==> config.mk <==
export PLATFORM = sky130hd
export DESIGN_NAME = flash_cmd_top
export DESIGN_NICKNAME = d
export VERILOG_FILES = /design/src/rtl/flash_cmd_pkg.sv /design/src/rtl/flash_seq_decode.sv /design/src/rtl/flash_erase_window.sv /design/src/rtl/flash_op_engine.sv /design/src/rtl/flash_cmd_top.sv
export SDC_FILE = /design/constraint.sdc
export NUM_CORES = 2
export LEC_CHECK = 0
export BUFFER_PORTS_ARGS = -buffer_cell sky130_fd_sc_hd__buf_2
export CAP_MARGIN = 25
export CORE_MARGIN = 3
export CORE_UTILIZATION = 50
export DETAILED_ROUTE_END_ITERATION = 6
export MAX_ROUTING_LAYER = met4
export PLACE_DENSITY = 0.65
export SLEW_MARGIN = 20
export SYNTH_ARGS = -nofsm -noshare
export SYNTH_HDL_FRONTEND = slang
export SYNTH_SLANG_ARGS = --single-unit
==> constraint.sdc <==
create_clock -name clk -period 5.4 [get_ports clk]
set_input_delay 0.81 -clock clk [delete_from_list [all_inputs] [get_ports clk]]
set_output_delay 0.81 -clock clk [all_outputs]
set_load 0.01 [all_outputs]
==> src/rtl/flash_cmd_pkg.sv <==
package flash_cmd_pkg;

  localparam int          BUS_AW     = 11;
  localparam logic [7:0]  KEY_FIRST  = 8'hAA;
  localparam logic [7:0]  KEY_SECOND = 8'h55;
  localparam logic [7:0]  OP_PROGRAM = 8'hA0;
  localparam logic [7:0]  OP_SETUP   = 8'h80;
  localparam logic [7:0]  OP_WHOLE   = 8'h10;
  localparam logic [7:0]  OP_SECTOR  = 8'h30;
  localparam logic [7:0]  OP_HOLD    = 8'hB0;
  localparam logic [BUS_AW-1:0] LOC_FIRST  = 11'h555;
  localparam logic [BUS_AW-1:0] LOC_SECOND = 11'h2AA;

  typedef enum logic [2:0] {
    SQ_IDLE, SQ_K1, SQ_K2, SQ_PDATA, SQ_SETUP, SQ_EK1, SQ_EK2
  } seq_state_t;

  // status byte: bit 7 is the poll bit, bit 3 says the window has closed
  function automatic logic [7:0] status_byte(input logic poll, input logic closed);
    return {poll, 3'b000, closed, 3'b000};
  endfunction

  // a program can only clear bits
  function automatic logic [7:0] prog_merge(input logic [7:0] old_v, input logic [7:0] new_v);
    return old_v & new_v;
  endfunction

endpackage

==> src/rtl/flash_seq_decode.sv <==
module flash_seq_decode
  import flash_cmd_pkg::*;
(
  input  logic              clk,
  input  logic              rst_n,
  input  logic              en,
  input  logic              wr_en,
  input  logic [BUS_AW-1:0] addr,
  input  logic [7:0]        wdata,
  output logic              prog_req,
  output logic              chip_req,
  output logic              sect_req
);

  seq_state_t st, st_nx;
  logic key1_hit, key2_hit, at_first;

  assign at_first = (addr == LOC_FIRST);
  assign key1_hit = at_first && (wdata == KEY_FIRST);
  assign key2_hit = (addr == LOC_SECOND) && (wdata == KEY_SECOND);

  always_comb begin
    st_nx    = st;
    prog_req = 1'b0;
    chip_req = 1'b0;
    sect_req = 1'b0;
    if (!en) begin
      st_nx = SQ_IDLE;
    end else if (wr_en) begin
      st_nx = SQ_IDLE;
      case (st)
        SQ_IDLE:  if (key1_hit) st_nx = SQ_K1;
        SQ_K1:    if (key2_hit) st_nx = SQ_K2;
        SQ_K2: begin
          if (at_first && wdata == OP_PROGRAM)    st_nx = SQ_PDATA;
          else if (at_first && wdata == OP_SETUP) st_nx = SQ_SETUP;
        end
        SQ_PDATA: prog_req = 1'b1;
        SQ_SETUP: if (key1_hit) st_nx = SQ_EK1;
        SQ_EK1:   if (key2_hit) st_nx = SQ_EK2;
        SQ_EK2: begin
          if (at_first && wdata == OP_WHOLE) chip_req = 1'b1;
          else if (wdata == OP_SECTOR)       sect_req = 1'b1;
        end
        default:  st_nx = SQ_IDLE;
      endcase
    end
  end

  always_ff @(posedge clk) begin
    if (!rst_n) st <= SQ_IDLE;
    else        st <= st_nx;
  end

endmodule

==> src/rtl/flash_erase_window.sv <==
module flash_erase_window
  import flash_cmd_pkg::*;
#(
  parameter int SECT_N  = 16,
  parameter int WIN_CYC = 50
) (
  input  logic                      clk,
  input  logic                      rst_n,
  input  logic                      sect_req,
  input  logic [$clog2(SECT_N)-1:0] sect_sel,
  input  logic                      wr_en,
  input  logic [7:0]                wdata,
  output logic                      win_open,
  output logic                      win_expire,
  output logic [SECT_N-1:0]         win_mask
);

  localparam int CW = $clog2(WIN_CYC + 1);
  localparam logic [CW-1:0] RELOAD = CW'(WIN_CYC - 1);

  logic [CW-1:0] cnt;
  logic add_hit, hold_hit, drop_hit;

  assign add_hit    = win_open && wr_en && (wdata == OP_SECTOR);
  assign hold_hit   = win_open && wr_en && (wdata == OP_HOLD);
  assign drop_hit   = win_open && wr_en && !add_hit && !hold_hit;
  assign win_expire = win_open && !wr_en && (cnt == '0);

  always_ff @(posedge clk) begin
    if (!rst_n) begin
      win_open <= 1'b0;
      win_mask <= '0;
      cnt      <= '0;
    end else if (sect_req) begin
      win_open <= 1'b1;
      win_mask <= SECT_N'(1) << sect_sel;
      cnt      <= RELOAD;
    end else if (add_hit) begin
      win_mask <= win_mask | (SECT_N'(1) << sect_sel);
      cnt      <= RELOAD;
    end else if (hold_hit) begin
      cnt      <= RELOAD;
    end else if (drop_hit || win_expire) begin
      win_open <= 1'b0;
      win_mask <= '0;
    end else if (win_open) begin
      cnt      <= cnt - 1'b1;
    end
  end

endmodule

==> src/rtl/flash_op_engine.sv <==
module flash_op_engine
  import flash_cmd_pkg::*;
#(
  parameter int MEM_AW    = 8,
  parameter int SECT_N    = 16,
  parameter int PROG_CYC  = 16,
  parameter int ERASE_CYC = 40
) (
  input  logic              clk,
  input  logic              rst_n,
  input  logic              prog_req,
  input  logic [MEM_AW-1:0] prog_addr,
  input  logic [7:0]        prog_data,
  input  logic              chip_req,
  input  logic              win_expire,
  input  logic [SECT_N-1:0] win_mask,
  input  logic [MEM_AW-1:0] rd_addr,
  output logic              prog_busy,
  output logic              erase_busy,
  output logic              prog_done,
  output logic              erase_done,
  output logic              prog_poll,
  output logic [7:0]        mem_q
);

  localparam int DEPTH  = 1 << MEM_AW;
  localparam int SECT_D = DEPTH / SECT_N;
  localparam int MAXC   = (PROG_CYC > ERASE_CYC) ? PROG_CYC : ERASE_CYC;
  localparam int CW     = $clog2(MAXC + 1);

  logic [7:0]        mem [DEPTH];
  logic [MEM_AW-1:0] op_addr;
  logic [7:0]        op_data;
  logic [SECT_N-1:0] erase_set;
  logic [CW-1:0]     cnt;
  logic [DEPTH-1:0]  wipe;

  for (genvar g = 0; g < DEPTH; g++) begin : g_wipe
    assign wipe[g] = erase_set[g / SECT_D];
  end

  assign prog_done  = prog_busy  && (cnt == '0);
  assign erase_done = erase_busy && (cnt == '0);
  assign prog_poll  = ~op_data[7];
  assign mem_q      = mem[rd_addr];

  always_ff @(posedge clk) begin
    if (!rst_n) begin
      prog_busy  <= 1'b0;
      erase_busy <= 1'b0;
      op_addr    <= '0;
      op_data    <= '0;
      erase_set  <= '0;
      cnt        <= '0;
      for (int i = 0; i < DEPTH; i++) mem[i] <= 8'hFF;
    end else if (prog_req) begin
      prog_busy <= 1'b1;
      op_addr   <= prog_addr;
      op_data   <= prog_data;
      cnt       <= CW'(PROG_CYC - 1);
    end else if (chip_req || win_expire) begin
      erase_busy <= 1'b1;
      erase_set  <= chip_req ? '1 : win_mask;
      cnt        <= CW'(ERASE_CYC - 1);
    end else if (prog_done) begin
      prog_busy    <= 1'b0;
      mem[op_addr] <= prog_merge(mem[op_addr], op_data);
    end else if (erase_done) begin
      erase_busy <= 1'b0;
      for (int i = 0; i < DEPTH; i++) begin
        if (wipe[i]) mem[i] <= 8'hFF;
      end
    end else if (prog_busy || erase_busy) begin
      cnt <= cnt - 1'b1;
    end
  end

endmodule

==> src/rtl/flash_cmd_top.sv <==
module flash_cmd_top
  import flash_cmd_pkg::*;
#(
  parameter int MEM_AW    = 8,
  parameter int SECT_N    = 16,
  parameter int PROG_CYC  = 16,
  parameter int WIN_CYC   = 50,
  parameter int ERASE_CYC = 40
) (
  input  logic              clk,
  input  logic              rst_n,
  input  logic              wr_en,
  input  logic [10:0]       addr,
  input  logic [7:0]        wdata,
  input  logic [MEM_AW-1:0] rd_addr,
  output logic [7:0]        rdata
);

  localparam int SAW = $clog2(SECT_N);

  logic prog_req, chip_req, sect_req, seq_en;
  logic prog_busy, erase_busy, prog_done, erase_done, prog_poll;
  logic win_open, win_expire;
  logic [SECT_N-1:0] win_mask;
  logic [SAW-1:0]    sect_sel;
  logic [7:0]        mem_q;

  assign seq_en   = !(prog_busy || erase_busy || win_open);
  assign sect_sel = addr[MEM_AW-1 -: SAW];

  flash_seq_decode u_dec (
    .clk(clk), .rst_n(rst_n), .en(seq_en), .wr_en(wr_en), .addr(addr),
    .wdata(wdata), .prog_req(prog_req), .chip_req(chip_req), .sect_req(sect_req)
  );

  flash_erase_window #(.SECT_N(SECT_N), .WIN_CYC(WIN_CYC)) u_win (
    .clk(clk), .rst_n(rst_n), .sect_req(sect_req), .sect_sel(sect_sel),
    .wr_en(wr_en), .wdata(wdata), .win_open(win_open),
    .win_expire(win_expire), .win_mask(win_mask)
  );

  flash_op_engine #(.MEM_AW(MEM_AW), .SECT_N(SECT_N), .PROG_CYC(PROG_CYC),
                    .ERASE_CYC(ERASE_CYC)) u_eng (
    .clk(clk), .rst_n(rst_n), .prog_req(prog_req),
    .prog_addr(addr[MEM_AW-1:0]), .prog_data(wdata), .chip_req(chip_req),
    .win_expire(win_expire), .win_mask(win_mask), .rd_addr(rd_addr),
    .prog_busy(prog_busy), .erase_busy(erase_busy), .prog_done(prog_done),
    .erase_done(erase_done), .prog_poll(prog_poll), .mem_q(mem_q)
  );

  always_comb begin
    if (prog_busy)       rdata = status_byte(prog_poll, 1'b0);
    else if (erase_busy) rdata = status_byte(1'b0, 1'b1);
    else if (win_open)   rdata = status_byte(1'b0, 1'b0);
    else                 rdata = mem_q;
  end

endmodule

; ---- Yosys cells after proc, flatten, opt, wreduce, memory -nomap -nowiden
; Memories as Yosys holds them, arrays and structs flattened. A register that Yosys moved wholly into a read port is not among the register bits.
; Index checks and enable logic that the tools add are counted.
[op_classes]
eq_ne = 24
bitwise = 264
n_shift = 1
reduce_logical = 46
n_mux = 426
add_sub_neg = 2
[ops]
columns = operator, count
row1 = $mux 8, 263
row2 = $or 1x1->1, 256
row3 = $mux 1, 142
row4 = $mux 16, 5
row5 = $mux 6, 9
row6 = $eq 8x8->1 const B, 4
row7 = $or 16x16->16, 1
row8 = $shl 1x4->16 const A, 1
row9 = $pmux 3 s5, 1
row10 = $reduce_and 3->1, 5
row11 = $logic_and 1x1->1, 14
row12 = $logic_not 6->1, 2
row13 = $mux 3, 4
row14 = $sub 6x1->6 const B, 2
row15 = $eq 11x10->1 const B, 1
row16 = $eq 11x11->1 const B, 1
row17 = $reduce_and 2->1, 5
row18 = $eq 3x3->1 const B, 3
row19 = $ne 3x2->1 const B, 3
row20 = $and 8x8->8, 1
row21 = $eq 8x5->1 const B, 1
row22 = $eq 8x6->1 const B, 1
row23 = $eq 8x7->1 const B, 1
row24 = $reduce_bool 2->1, 4
row25 = other kinds (17), 33
[totals]
mem_bits_rw = 2048
in_bits = 30
elab_cells = 777
out_inout_bits = 8
ff_bits = 66
n_memories = 1
[mem_list]
columns = name, depth, word_bits, read_ports, rd_clocked_by_memory_dff, write_ports, line
row1 = u_eng.mem, 256, 8, 2, 1, 256, flash_op_engine.sv:31  ; logic [7:0] mem [DEPTH];

; ---- Depth between registers and ports, before layout
[depth]
depth_word = 13
mapped_depth = 15
ltp_nobuf = 9

; ---- By module
; A second synthesis with hierarchy kept.
[hier_totals]
cells_unflattened = 7707
hier_area_um2 = 110870.1
[by_module_without_submodules]
columns = module, instances, area_each_um2, cells_per_inst, seq_area_each_um2
row1 = flash_op_engine, 1, 109446.2, 7552, 62459.9
row2 = flash_erase_window, 1, 1003.5, 97, 460.4
row3 = flash_seq_decode, 1, 335.3, 45, 60.1
row4 = flash_cmd_top, 1, 85.1, 13, 0.0

; ---- Worst setup path before layout
; Ideal clock, no wire load.
[synth_path]
kind = in2out
start = input rd_addr[0]
end = output rdata[2]
setup_slack_ns = 1.207
cell_stages = 10
arrival_time_ns = 3.383
path_buffers = 4
required_ns = 4.590
path_cell_list = buf_2 buf_6 clkbuf_1 buf_2 mux4_2 mux4_2 mux2i_1 o211ai_1 a21oi_1 o211ai_1
[synth_between]
elab_chain_cells = 4
[synth_rtl]
columns = item, line
row1 = "start, declared", flash_cmd_top.sv:15  ; input logic [MEM_AW-1:0] rd_addr,
row2 = $mem_v2 256x8, -
row3 = $mux 8, flash_cmd_top.sv:54  ; else if (win_open) rdata = status_byte(1'b0, 1'b0);
row4 = $mux 8, flash_cmd_top.sv:53  ; else if (erase_busy) rdata = status_byte(1'b0, 1'b1);
row5 = $mux 8, flash_cmd_top.sv:52  ; if (prog_busy) rdata = status_byte(prog_poll, 1'b0);
row6 = "end, declared", flash_cmd_top.sv:16  ; output logic [7:0] rdata
; Every way passes these cells.

; ---- Worst setup path after layout
[layout_path]
start = input rd_addr[1]
end = output rdata[3]
; The elaborated chain is that of the path after synthesis.

==> impl_metrics.tcl <==
set metrics [dict create \
    status "finished with violations" \
    violations "setup timing" \
    fp.dieArea_um2 227000 \
    drv_cap 0 \
    yosys_warnings 0 \
    dr.first_iter.drc_count 13764 \
    final_common_cell "edfxtp_1" \
    cp-start-kind "input port" \
    dp_hpwl_um 289000 \
    root_buffer "clkbuf_16" \
    whs_path_depth 3 \
    required_ns 4.59 \
    cts_tree "done" \
    critPathMaxStageDelay_ns 0.66 \
    area_growth_syn_to_layout_pct 12.7 \
    hold_path_class "input port to register" \
    cts_buffer_depth 3 \
    power_density_nw_per_um2 296 \
    grt_pass1_wl_um 575000 \
    cts_max_level 4 \
    grt_util_met2 0.524 \
    use_met1 0.465 \
    synth_edf_count 2048 \
    critical_path_buf_inv_count 5 \
    wl_per_cell_um 36.4 \
    synth-seq-cells 2122 \
    ys_types 80 \
    crit_top_cell "buf_4" \
    r2r_cells 9 \
    numCtsBuffers 222 \
    setup_violations 2 \
    worstSkewPairLatency_ns 0.91 \
    grt_antenna_before_repair 30 \
    grt_use_total 0.366 \
    grt_use_met3 0.113 \
    place.gp.congestion 1.04 \
    gr-total-overflow 0 \
    finalSetupTns_ns -0.332 \
    drive_above_1_share 0.271 \
    path_cells "buf_8 > buf_12 > buf_4 > mux4_2 > a22oi_1 > nand4_1 > nand3_1 > nor4b_2 > buf_4 > nor2_1 > o2111ai_1 > buf_2" \
    layout_common_cells "edfxtp_1 (2048), nand2_1 (2007), mux4_2 (1100)" \
    dr.pass1.iters 7 \
    synthArstFlopShare 0 \
    post_cts_buffers 0 \
    synth_ff_type "edfxtp_1" \
    rsz0062_at_grt "false" \
    clock_skew_ns 0.0804 \
    avgSynthCellArea_um2 14.2 \
    critPathCaptureType "output pin" \
    period_needed_ns 5.59 \
    hold_slack_ns 0.185 \
    top_level_ports 38 \
    worstSetupPathType "input port to output pin" \
    synthCells 7782 \
    maxSlewViolCount 0 \
    ys_seq_area_frac 0.569 \
    syn_area_um2 111000 \
    die_w_um 477 \
    period_share 1.04 \
    vias_per_cell 7.03 \
    relSlewSlack 0.115 \
    clkTransAtPathRegs_ns 0.06 \
    routed_wl_um 407000 \
    grt_pass1_vias 75586 \
    vdd_ir_drop_max_mv 0.384 \
    path_delay_family "buffers and inverters" \
    cp.depth 12 \
    worst_slew_pin_slew_ns 1.31 \
    port_buffers 37 \
    initial_core_util 0.503 \
    rrSetupSlack_ns 0.19 \
    num_rows 172 \
    fin_nets 8024 \
    die_h_um 477 \
    hold_viol 0 \
    drc 0 \
    fp.coreArea_um2 220000 \
    path_max_fanout 45 \
    grt_max_degree 129 \
    cts_sinks 2122 \
    p_leak_nw 34.2 \
    setup_ws_ns -0.193 \
    ant_nets 0 \
    crit_slowest_cell "o2111ai_1" \
    num_vias 78584 \
    fmax_ghz 0.179 \
    synth_nets 7816 \
    top_usage_layer "met2" \
    crit_arrival_ns 4.78 \
]
flip-flops by register name, summed over array words and instances (netlist names), 3 cells and up, named ones only:
name	flops
u_win.win_mask	16
u_eng.op_data	8
u_dec.st	3
u_eng.erase_set	16
u_eng.op_addr	8
u_eng.cnt	6
u_eng.mem	2048
u_win.cnt	6
metrics by stage:
step	area (µm²)	util	setup WS, ns	power [mW]	std cells
floorplan	111000	-	1.21	20.2	7782
CTS	125000	0.566	0.0785	36.8	11130
global placement	117000	0.532	-0.366	21.3	10699
detailed placement	117000	0.533	-0.237	21.3	10716
finish	125000	0.567	-0.193	36.9	11172
global route	125000	0.567	0.0146	37.6	11166
worst paths after layout:
check | startpoint | endpoint
worst min-delay path | wdata[1] | u_eng.op_data[1]
worst max register to register | register | u_eng.mem[38][3]
worst min register to register | u_win.win_mask[11] | u_win.win_mask[11]
worst max-delay path | rd_addr[1] | rdata[3]
cell type report:
cell class | instances | area (µm²)
fillers | 17464 | 95200
flip-flops and latches | 2122 | 63000
multi-input cells | 4939 | 44100
repair buffers | 692 | 6370
clock buffers | 286 | 5990
well taps | 2958 | 3700
clock inverters | 128 | 1430
diodes | 34 | 85.1
inverters | 13 | 51.3
power by group:
part           switching (mW)  internal (mW)
logic                    1.43           1.00
clock network            6.79           9.03
registers               0.255           18.4
total                    8.47           28.4
cells by family (layout without fill, tap and decap cells):
group | after synthesis | in the layout | share of synthesized area
AND/OR/NAND/NOR | 2857 | 2857 | 0.105
flip-flops | 2122 | 2122 | 0.569
multiplexers | 1415 | 1415 | 0.253
buffers and inverters | 721 | 1119 | 0.0344
AO/OA/AOI/OAI | 654 | 654 | 0.0375
XOR/XNOR | 9 | 9 | 0.000712
adder cells (fa/ha/maj) | 4 | 4 | 0.000452
other | 0 | 34 | 0
metal layers:
layer,vias up,wire (µm)
met5,-,0
met1,40047,139000
met3,1297,57700
met4,0,29000
li1,30715,-
met2,6525,181000
cells in the mapped netlist, types with 6 or more instances:
library cell     n  share of area
o221ai_1         6        0.00047
nor3_1          35         0.0016
buf_6           34         0.0035
nor3b_1          7        0.00047
a21oi_1         95         0.0043
mux4_2        1100           0.22
nand2b_1        26         0.0015
nor4b_1          6        0.00047
o41ai_1         14         0.0011
o221a_2         16         0.0016
a22oi_1         48         0.0033
o22a_1           6        0.00047
nand4_1         25         0.0014
mux2i_1        269          0.024
nand2_1       2007          0.068
edfxtp_1      2048           0.56
a2111oi_0        7        0.00055
and2_1           7        0.00040
a211oi_1        22         0.0015
a31oi_1          6        0.00034
o21ai_1         39         0.0018
o22ai_1         48         0.0027
clkbuf_1       209         0.0071
buf_2          305          0.014
buf_4          121         0.0082
nor2b_1         26         0.0015
o211ai_1        25         0.0017
inv_1           12        0.00041
a22o_1          13         0.0010
buf_1           38         0.0013
and3_1           7        0.00040
or4_1           10        0.00068
nor2_1         348          0.012
nand3_1        301          0.014
a32oi_1          6        0.00047
dfxtp_1         74          0.013
o21ai_0        253          0.011
nor4_1          18         0.0010
mux2_2          45         0.0046
nand3b_1        13        0.00088
repair_timing:
item,4_1_cts,5_1_grt
resized for setup,3,1
pin swaps,0,0
setup endpoints to repair,4,1
hold buffers,0,0
tightest hold or removal path, stage by stage:
cell and delay [ns]:
buf_2 0.12, nand2_1 0.06, a21oi_1 0.05
(Power assumes the default switching activity.)
